===== config.mk =====
export PLATFORM = sky130hd
export DESIGN_NAME = bcd_byte_unit
export DESIGN_NICKNAME = d
export VERILOG_FILES = /design/src/rtl/bcd_pkg.sv /design/src/rtl/bcd_digit_cell.sv /design/src/rtl/bcd_control.sv /design/src/rtl/bcd_datapath.sv /design/src/rtl/bcd_byte_unit.sv
export SDC_FILE = /design/constraint.sdc
export NUM_CORES = 1
export LEC_CHECK = 0
export ABC_AREA = 1
export CORE_MARGIN = 5
export CORE_UTILIZATION = 52
export CTS_CLUSTER_SIZE = 28
export DETAILED_ROUTE_END_ITERATION = 10
export PLACE_DENSITY = 0.91
export SYNTH_ARGS = -nofsm -noshare
export SYNTH_HDL_FRONTEND = slang
export SYNTH_SLANG_ARGS = --single-unit

===== constraint.sdc =====
create_clock -name clk -period 0.8 [get_ports clk]
set_input_delay 0.16 -clock clk [delete_from_list [all_inputs] [get_ports clk]]
set_output_delay 0.16 -clock clk [all_outputs]
set_load 0.02 [all_outputs]

===== src/rtl/bcd_pkg.sv =====
package bcd_pkg;
  typedef enum logic [1:0] {
    OP_ADD  = 2'd0,
    OP_SUB  = 2'd1,
    OP_NEG  = 2'd2,
    OP_NEG2 = 2'd3
  } bcdOp_t;

  typedef struct packed {
    logic capture;
  } ctrlStrobes_t;
endpackage


===== src/rtl/bcd_digit_cell.sv =====
module bcd_digit_cell (
  input  logic [3:0] aDig,
  input  logic [3:0] bDig,
  input  logic       carryIn,
  input  logic       isSub,
  output logic [3:0] resDig,
  output logic       carryOut
);
  logic [4:0] rawAdd;
  logic [4:0] rawSub;

  always_comb begin
    rawAdd = {1'b0, aDig} + {1'b0, bDig} + {4'b0, carryIn};
    rawSub = {1'b0, aDig} - {1'b0, bDig} - {4'b0, carryIn};
    if (isSub) begin
      carryOut = rawSub[4];
      resDig   = rawSub[4] ? (rawSub[3:0] - 4'd6) : rawSub[3:0];
    end else begin
      carryOut = (rawAdd > 5'd9);
      resDig   = (rawAdd > 5'd9) ? (rawAdd[3:0] + 4'd6) : rawAdd[3:0];
    end
  end
endmodule


===== src/rtl/bcd_control.sv =====
module bcd_control
  import bcd_pkg::*;
(
  input  logic         clk,
  input  logic         rstN,
  input  logic         startIn,
  output ctrlStrobes_t ctrl,
  output logic         doneOut
);
  always_comb ctrl.capture = startIn;

  always_ff @(posedge clk or negedge rstN) begin
    if (!rstN) doneOut <= 1'b0;
    else       doneOut <= startIn;
  end
endmodule


===== src/rtl/bcd_datapath.sv =====
module bcd_datapath
  import bcd_pkg::*;
#(
  parameter int DIGITS = 2,
  localparam int W = 4 * DIGITS
) (
  input  logic         clk,
  input  logic         rstN,
  input  ctrlStrobes_t ctrl,
  input  logic [1:0]   opSel,
  input  logic [W-1:0] srcByte,
  input  logic [W-1:0] dstByte,
  input  logic         xIn,
  input  logic         zIn,
  output logic [W-1:0] resultOut,
  output logic         xOut,
  output logic         cOut,
  output logic         zOut
);
  logic         isNeg;
  logic         isSub;
  logic [W-1:0] opA;
  logic [W-1:0] sumNext;
  logic [DIGITS:0] chain;

  always_comb begin
    isNeg = opSel[1];
    isSub = isNeg | (bcdOp_t'(opSel) == OP_SUB);
    opA   = isNeg ? '0 : dstByte;
  end

  assign chain[0] = xIn;

  for (genvar d = 0; d < DIGITS; d++) begin : g_digit
    bcd_digit_cell u_cell (
      .aDig    (opA[4*d +: 4]),
      .bDig    (srcByte[4*d +: 4]),
      .carryIn (chain[d]),
      .isSub   (isSub),
      .resDig  (sumNext[4*d +: 4]),
      .carryOut(chain[d+1])
    );
  end

  always_ff @(posedge clk or negedge rstN) begin
    if (!rstN) begin
      resultOut <= '0;
      xOut      <= 1'b0;
      cOut      <= 1'b0;
      zOut      <= 1'b0;
    end else if (ctrl.capture) begin
      resultOut <= sumNext;
      xOut      <= chain[DIGITS];
      cOut      <= chain[DIGITS];
      zOut      <= (sumNext == '0) ? zIn : 1'b0;
    end
  end
endmodule


===== src/rtl/bcd_byte_unit.sv =====
module bcd_byte_unit
  import bcd_pkg::*;
#(
  parameter int DIGITS = 2,
  localparam int W = 4 * DIGITS
) (
  input  logic         clk,
  input  logic         rstN,
  input  logic         startIn,
  input  logic [1:0]   opSel,
  input  logic [W-1:0] srcByte,
  input  logic [W-1:0] dstByte,
  input  logic         xIn,
  input  logic         zIn,
  output logic [W-1:0] resultOut,
  output logic         xOut,
  output logic         cOut,
  output logic         zOut,
  output logic         doneOut
);
  ctrlStrobes_t ctrl;

  bcd_control u_ctrl (
    .clk    (clk),
    .rstN   (rstN),
    .startIn(startIn),
    .ctrl   (ctrl),
    .doneOut(doneOut)
  );

  bcd_datapath #(.DIGITS(DIGITS)) u_dp (
    .clk      (clk),
    .rstN     (rstN),
    .ctrl     (ctrl),
    .opSel    (opSel),
    .srcByte  (srcByte),
    .dstByte  (dstByte),
    .xIn      (xIn),
    .zIn      (zIn),
    .resultOut(resultOut),
    .xOut     (xOut),
    .cOut     (cOut),
    .zOut     (zOut)
  );
endmodule


==> results of run 1 <==
==> cell usage after synthesis (all sizes together) <==
cell type  instances  area [µm²]
fa                 8         160
nand4              3        18.8
xor2               1        8.76
xnor2              2        17.5
nand3             22         130
o21bai             1        18.8
o21ai             10        53.8
a21o               1        7.51
and2               1        8.76
buf                2        18.8
ha                19         238
nand3b             2        15.0
a21boi             1        11.3
a21oi              8        66.3
inv               47         176
clkbuf             2        7.51
a31oi              2        12.5
nor2              15        58.8
dfrtp             11         275
nand2             81         327
==> logic make-up after synthesis <==
logic type                 count (synthesis)
AOI/OAI and AO/OA                         23
buffers and inverters                     51
xor gates and xnor gates                   3
adders and majority gates                 27
DFF                                       11
and+or+nand+nor                          124
==> through the flow <==
stage               hold slack, ns  setup slack (ns)
detailed placement           0.495             -3.85
CTS                          0.214             -2.91
global placement             0.499             -3.66
floorplan                   -0.136             -3.10
==> timing repair <==
| item | 4_1_cts |
|---|---|
| setup buffers | 13 |
| pin swaps | 19 |
| setup endpoints to repair | 22 |
| endpoints found under the hold margin | 0 |
| resized for setup | 102 |
==> results_tabular.tex, run 1 <==
\begin{tabular}{lr}
\hline
Metric & Value \\
\hline
\multicolumn{2}{l}{\textbf{Yosys}} \\
\quad Synthesized instance count & 239 \\
\quad Synthesis warning total & 0 \\
\quad Dominant combinational cell family by area after synthesis & simple AND/OR/NAND/NOR gates \\
\quad Post-synthesis sequential element count & 11 \\
\quad Netlist area before placement & 1630 µm² \\
\quad Average footprint of a synthesized cell & 6.82 µm² \\
\quad Xor/xnor share of the synthesized area & 0.0161 \\
\quad Post-synthesis mux area share & 0 \\
\quad Fraction of the mapped netlist area in adder cells & 0.244 \\
\quad Post-synthesis cell type count & 28 \\
\quad Share of synthesized cell area in and, or, nand and nor gates & 0.342 \\
\quad Synthesized net count & 289 \\
\quad Sequential cell area fraction in the yosys report & 0.169 \\
\quad Synth Area in Compound Gates & 0.104 \\
\multicolumn{2}{l}{\textbf{Clocking}} \\
\quad Hold buffers post-CTS & 0 \\
\quad Total number of H-tree levels & 1 \\
\quad CTS Sinks & 11 \\
\quad Number of buffers between clock root and the deepest sink & 2 \\
\quad Clock buffers created by TritonCTS & 3 \\
\quad Root Buffer & sky130\_fd\_sc\_hd\_\_clkbuf\_4 \\
\multicolumn{2}{l}{\textbf{Place}} \\
\quad HPWL after DPL & 3.79 mm \\
\quad Routability cong. & 0.798 \\
\quad Placement-stage cell area & 2530 µm² \\
\quad Number of port buffers & 34 \\
\quad Placed Cells incl. Taps & 374 \\
\multicolumn{2}{l}{\textbf{Outcome}} \\
\quad Status & did not finish \\
\quad First Error & [ERROR DPL-0038] Utilization greater than 100\%, impossible to legalize \\
\quad Exit stage & global routing (5\_1\_grt) \\
\multicolumn{2}{l}{\textbf{STA}} \\
\quad WEP type & register data pin \\
\quad Worst-slack endpoint at the end of global-route timing repair & u\_dp.zOut\$\_DFFE\_PN0P\_/D \\
\multicolumn{2}{l}{\textbf{Floorplan}} \\
\quad Die height & 66.0 µm \\
\quad Io pins & 35 \\
\quad Number of core rows & 20 \\
\quad Width of the chip & 66.0 µm \\
\quad Starting density of the core & 0.538 \\
\multicolumn{2}{l}{\textbf{Global routing}} \\
\quad Maximum number of pins on one net before global-route repair & 14 \\
\hline
\end{tabular}
==> run 2: changes to the inputs <==
CORE_UTILIZATION = 40   (was 52)
CTS_CLUSTER_SIZE = default   (was 28)
PLACE_DENSITY = default   (was 0.91)
PLACE_DENSITY_LB_ADDON = 0.15   (was default)
==> run 2 against run 1 <==
  * The flow now finishes, with violations (setup timing)
  * Area after synthesis did not move
  * Synthesized cell count is the same
==> results_tabular.tex, run 2 <==
\begin{tabular}{lr}
\hline
Metric & Value \\
\hline
\multicolumn{2}{l}{\textbf{Floorplan}} \\
\quad Io pins & 35 (unchanged) \\
\quad Width of the chip & 73.8 µm (+12\%) \\
\quad Area of the core region & 3970 µm² \\
\quad Die ar. & 5450 µm² \\
\quad Number of core rows & 23 (+15\%) \\
\quad Die height & 73.8 µm (+12\%) \\
\quad Starting density of the core & 0.411 (-0.128) \\
\multicolumn{2}{l}{\textbf{STA}} \\
\quad Final setup slack of the worst path & -2.86 ns \\
\quad Transition time of the tightest slew-check pin & 0.309 ns \\
\quad Final min period & 3.66 ns \\
\quad Hold Fails Final Rpt & 0 \\
\quad Final period utilization & 4.58 \\
\quad Worst Clk Skew & 0 ns \\
\quad Number of pins with negative max-slew slack in the final report & 0 \\
\quad Fin Setup TNS & -21.84 ns \\
\quad Final Setup Violations & 22 \\
\quad Upper clock frequency limit & 273 MHz \\
\quad RSZ-0062 raised after global routing & yes \\
\quad Max transition margin & 0.794 \\
\multicolumn{2}{l}{\textbf{Finish}} \\
\quad Layout Area Growth over Synthesis & 73.4\% \\
\quad Count of inserted antenna diode cells & 0 \\
\quad Fill cell instance count of the final layout & 330 \\
\quad Largest Register & u\_dp.resultOut \\
\quad Share of final-layout standard cells stronger than drive strength 1 & 0.455 \\
\quad Post-layout instance count excluding filler cells & 402 \\
\quad Max FFs per register & 8 \\
\quad Commonest non-fill, non-tap cell in the layout & sky130\_fd\_sc\_hd\_\_buf\_4 \\
\quad Number of nets at the end of the flow & 403 \\
\quad Commonest cells after routing, fill and taps aside & sky130\_fd\_sc\_hd\_\_buf\_4, sky130\_fd\_sc\_hd\_\_nand2\_1, sky130\_fd\_sc\_hd\_\_inv\_1, sky130\_fd\_sc\_hd\_\_ha\_1, sky130\_fd\_sc\_hd\_\_clkdlybuf4s50\_1 \\
\multicolumn{2}{l}{\textbf{Detailed routing}} \\
\quad Vias after detailed routing & 1848 \\
\quad Post-route DRC violation count & 0 \\
\quad Starting DRT DRC Count & 70 \\
\quad Wire length per cell & 11.0 µm \\
\quad Drt via density & 4.60 \\
\quad DRT antenna net count & 0 \\
\quad Length of the first detailed-routing pass in iterations & 4 \\
\quad Final wirelength & 4.43 mm \\
\multicolumn{2}{l}{\textbf{Yosys}} \\
\quad Synthesized instance count & 239 (unchanged) \\
\quad Fraction of synthesis flops using an asynchronous set or reset pin & 1.00 (unchanged) \\
\quad Yosys top cell by area & sky130\_fd\_sc\_hd\_\_dfrtp\_1 \\
\quad Synthesis warning total & 0 (unchanged) \\
\quad Yosys top cell area share & 0.169 (unchanged) \\
\quad Area contributors post-synth & sky130\_fd\_sc\_hd\_\_dfrtp\_1, sky130\_fd\_sc\_hd\_\_nand2\_1, sky130\_fd\_sc\_hd\_\_ha\_1, sky130\_fd\_sc\_hd\_\_inv\_1, sky130\_fd\_sc\_hd\_\_fa\_1 \\
\quad Post-synthesis sequential element count & 11 (unchanged) \\
\quad Sequential cell area fraction in the yosys report & 0.169 (unchanged) \\
\quad Post-synth EDFFs & 0 (unchanged) \\
\quad Most frequent cell after synthesis & sky130\_fd\_sc\_hd\_\_nand2\_1 \\
\quad Primary FF master, synth & sky130\_fd\_sc\_hd\_\_dfrtp\_1 \\
\quad Commonest cells post-synth & sky130\_fd\_sc\_hd\_\_nand2\_1, sky130\_fd\_sc\_hd\_\_inv\_1, sky130\_fd\_sc\_hd\_\_ha\_1 \\
\quad Average footprint of a synthesized cell & 6.82 µm² (unchanged) \\
\quad Post-synthesis cell type count & 28 (unchanged) \\
\quad Netlist area before placement & 1630 µm² (unchanged) \\
\quad Synthesized net count & 289 (unchanged) \\
\multicolumn{2}{l}{\textbf{Hold path}} \\
\quad Worst hold path class & in2async \\
\multicolumn{2}{l}{\textbf{Worst setup path}} \\
\quad Data required time at the worst endpoint & 0.97 ns \\
\quad Critical path endpoint category & flop \\
\quad Crit. Startpoint & dstByte[0] \\
\quad CP arrival & 3.84 ns \\
\quad Origin of the critical flop-to-flop path & u\_dp.resultOut[7] \\
\quad Worst setup path category & in2reg \\
\quad Worst stage delay on the critical path & 0.59 ns \\
\quad Category of the worst setup path launch point & primary input \\
\quad Maximum fanout along the worst path & 3 \\
\quad CP dominant cell by count & sky130\_fd\_sc\_hd\_\_buf\_4 \\
\quad Slowest cell on the critical path & sky130\_fd\_sc\_hd\_\_fa\_2 \\
\multicolumn{2}{l}{\textbf{Outcome}} \\
\quad Status & finished with violations \\
\quad Violated checks & setup timing \\
\multicolumn{2}{l}{\textbf{Clocking}} \\
\quad Clock-pin slew reported for the worst setup and hold paths after clock tree synthesis & 0.05 ns \\
\quad Number of buffers between clock root and the deepest sink & 2 (unchanged) \\
\quad Clock tree from TritonCTS & yes \\
\quad Clock insertion delay at the later pin of the skew report & 0.24 ns \\
\quad Total number of H-tree levels & 1 (unchanged) \\
\quad Root Buffer & sky130\_fd\_sc\_hd\_\_clkbuf\_8 \\
\quad Clock buffers created by TritonCTS & 3 (unchanged) \\
\quad Hold buffers post-CTS & 0 (unchanged) \\
\quad CTS Sinks & 11 (unchanged) \\
\multicolumn{2}{l}{\textbf{Pwr}} \\
\quad Share of total power in combinational logic & 0.711 \\
\quad Clock network fraction of design power & 0.122 \\
\quad Cell area power density & 1590 nW/µm² \\
\quad Leak pwr & 1.53 nW \\
\quad Power after layout & 0.00451 W \\
\quad Internal portion of total power & 0.00273 W \\
\quad Worst-case vdd ir drop & 0.599 mV \\
\quad Power dissipated by switching net loads & 0.00178 W \\
\quad Switching power as a share of total power & 0.395 \\
\quad Flop pwr share & 0.167 \\
\multicolumn{2}{l}{\textbf{Run}} \\
\quad Number of max-capacitance violations reported & 0 \\
\multicolumn{2}{l}{\textbf{Place}} \\
\quad HPWL after DPL & 3.55 mm (-6.3\%) \\
\quad Placed Cells incl. Taps & 374 (unchanged) \\
\quad Routability cong. & 0.858 (+7.5\%) \\
\quad Number of port buffers & 34 (unchanged) \\
\multicolumn{2}{l}{\textbf{Global routing}} \\
\quad Global-route usage over all layers & 0.171 \\
\quad Grt total ovfl & 0 \\
\quad Vias in the first global route & 1794 \\
\quad Wire length of the first global-routing pass & 7.48 mm \\
\quad Maximum number of pins on one net before global-route repair & 14 \\
\quad Antenna violations before repair & 0 \\
\hline
\end{tabular}
[run 2: metrics by stage]
stage	utilization	hold WS (ns)	setup slack [ns]	instance area (µm²)
after CTS	0.676	0.243	-2.91	2680
after detailed placement	0.628	0.474	-3.80	2490
after global placement	0.628	0.465	-3.69	2490
after floorplan	-	-0.136	-3.10	1690
final	0.712	0.244	-2.86	2830
after global routing	0.712	0.259	-3.09	2830
[run 2: kinds of logic after synthesis]
| kind of cell | synth area share |
|---|---|
| AND/OR/NAND/NOR | 0.342 |
| buffers and inverters | 0.124 |
| AO/OA/AOI/OAI | 0.104 |
| adder cells (fa/ha/maj) | 0.244 |
| flip-flops | 0.169 |
| XOR/XNOR | 0.0161 |
[run 2: layout make-up]
class | count | area (µm²) | share of cell area
flip-flops and latches | 11 | 275 | 0.0974
repair inverters | 1 | 7.51 | 0.00266
inverters | 47 | 193 | 0.0682
multi-input cells | 177 | 1290 | 0.456
well taps | 50 | 62.6 | 0.0221
clock buffers | 4 | 45.0 | 0.0159
repair buffers | 112 | 953 | 0.337
[run 2: path summary, 6_finish.rpt]
check                                    end  slack (ns)  depth (start not counted)
max                                u_dp.zOut       -2.86                         33
min                        u_dp.resultOut[0]        0.24                          2
max reg2reg                u_dp.resultOut[7]       -0.09                          4
min reg2reg                u_dp.resultOut[2]        0.51                          2
max in group asynchronous  u_dp.resultOut[4]        0.45                          2
min in group clk              u_ctrl.doneOut        0.37                          2
[run 2: power groups by stage]
| stage | logic, W | clock network [W] | registers (W) |
|---|---|---|---|
| 6_report | 0.00320 | 0.000549 | 0.000754 |
| 5_1_grt | 0.00355 | 0.000586 | 0.000769 |
| 4_1_cts | 0.00299 | 0.000565 | 0.000752 |
| 3_5_place_dp | 0.00270 | 0 | 0.000741 |
| 3_3_place_gp | 0.00263 | 0 | 0.000734 |
| 2_1_floorplan | 0.00133 | 0 | 0.000879 |
[run 2: metal layers]
layer  track usage  wire [µm]
met5             0          0
met4        0.0483         26
met3        0.0192        223
met2         0.310       2270
met1         0.212       1910
[run 2: critical path: cells and delay by family]
kind	cells	cell delay (ns)
AND/OR/NAND/NOR	13	0.92
adder cells (fa/ha/maj)	4	1.43
buffers and inverters	12	0.95
AO/OA/AOI/OAI	4	0.37
[run 2: what timing repair did]
item | in CTS | in global routing
cloned | 0 | 1
gates resized for setup | 103 | 25
buffers inserted | 15 | 8
setup endpoints to repair | 22 | 22
pin swaps | 16 | 11
Power figures use the tool's default switching activity.
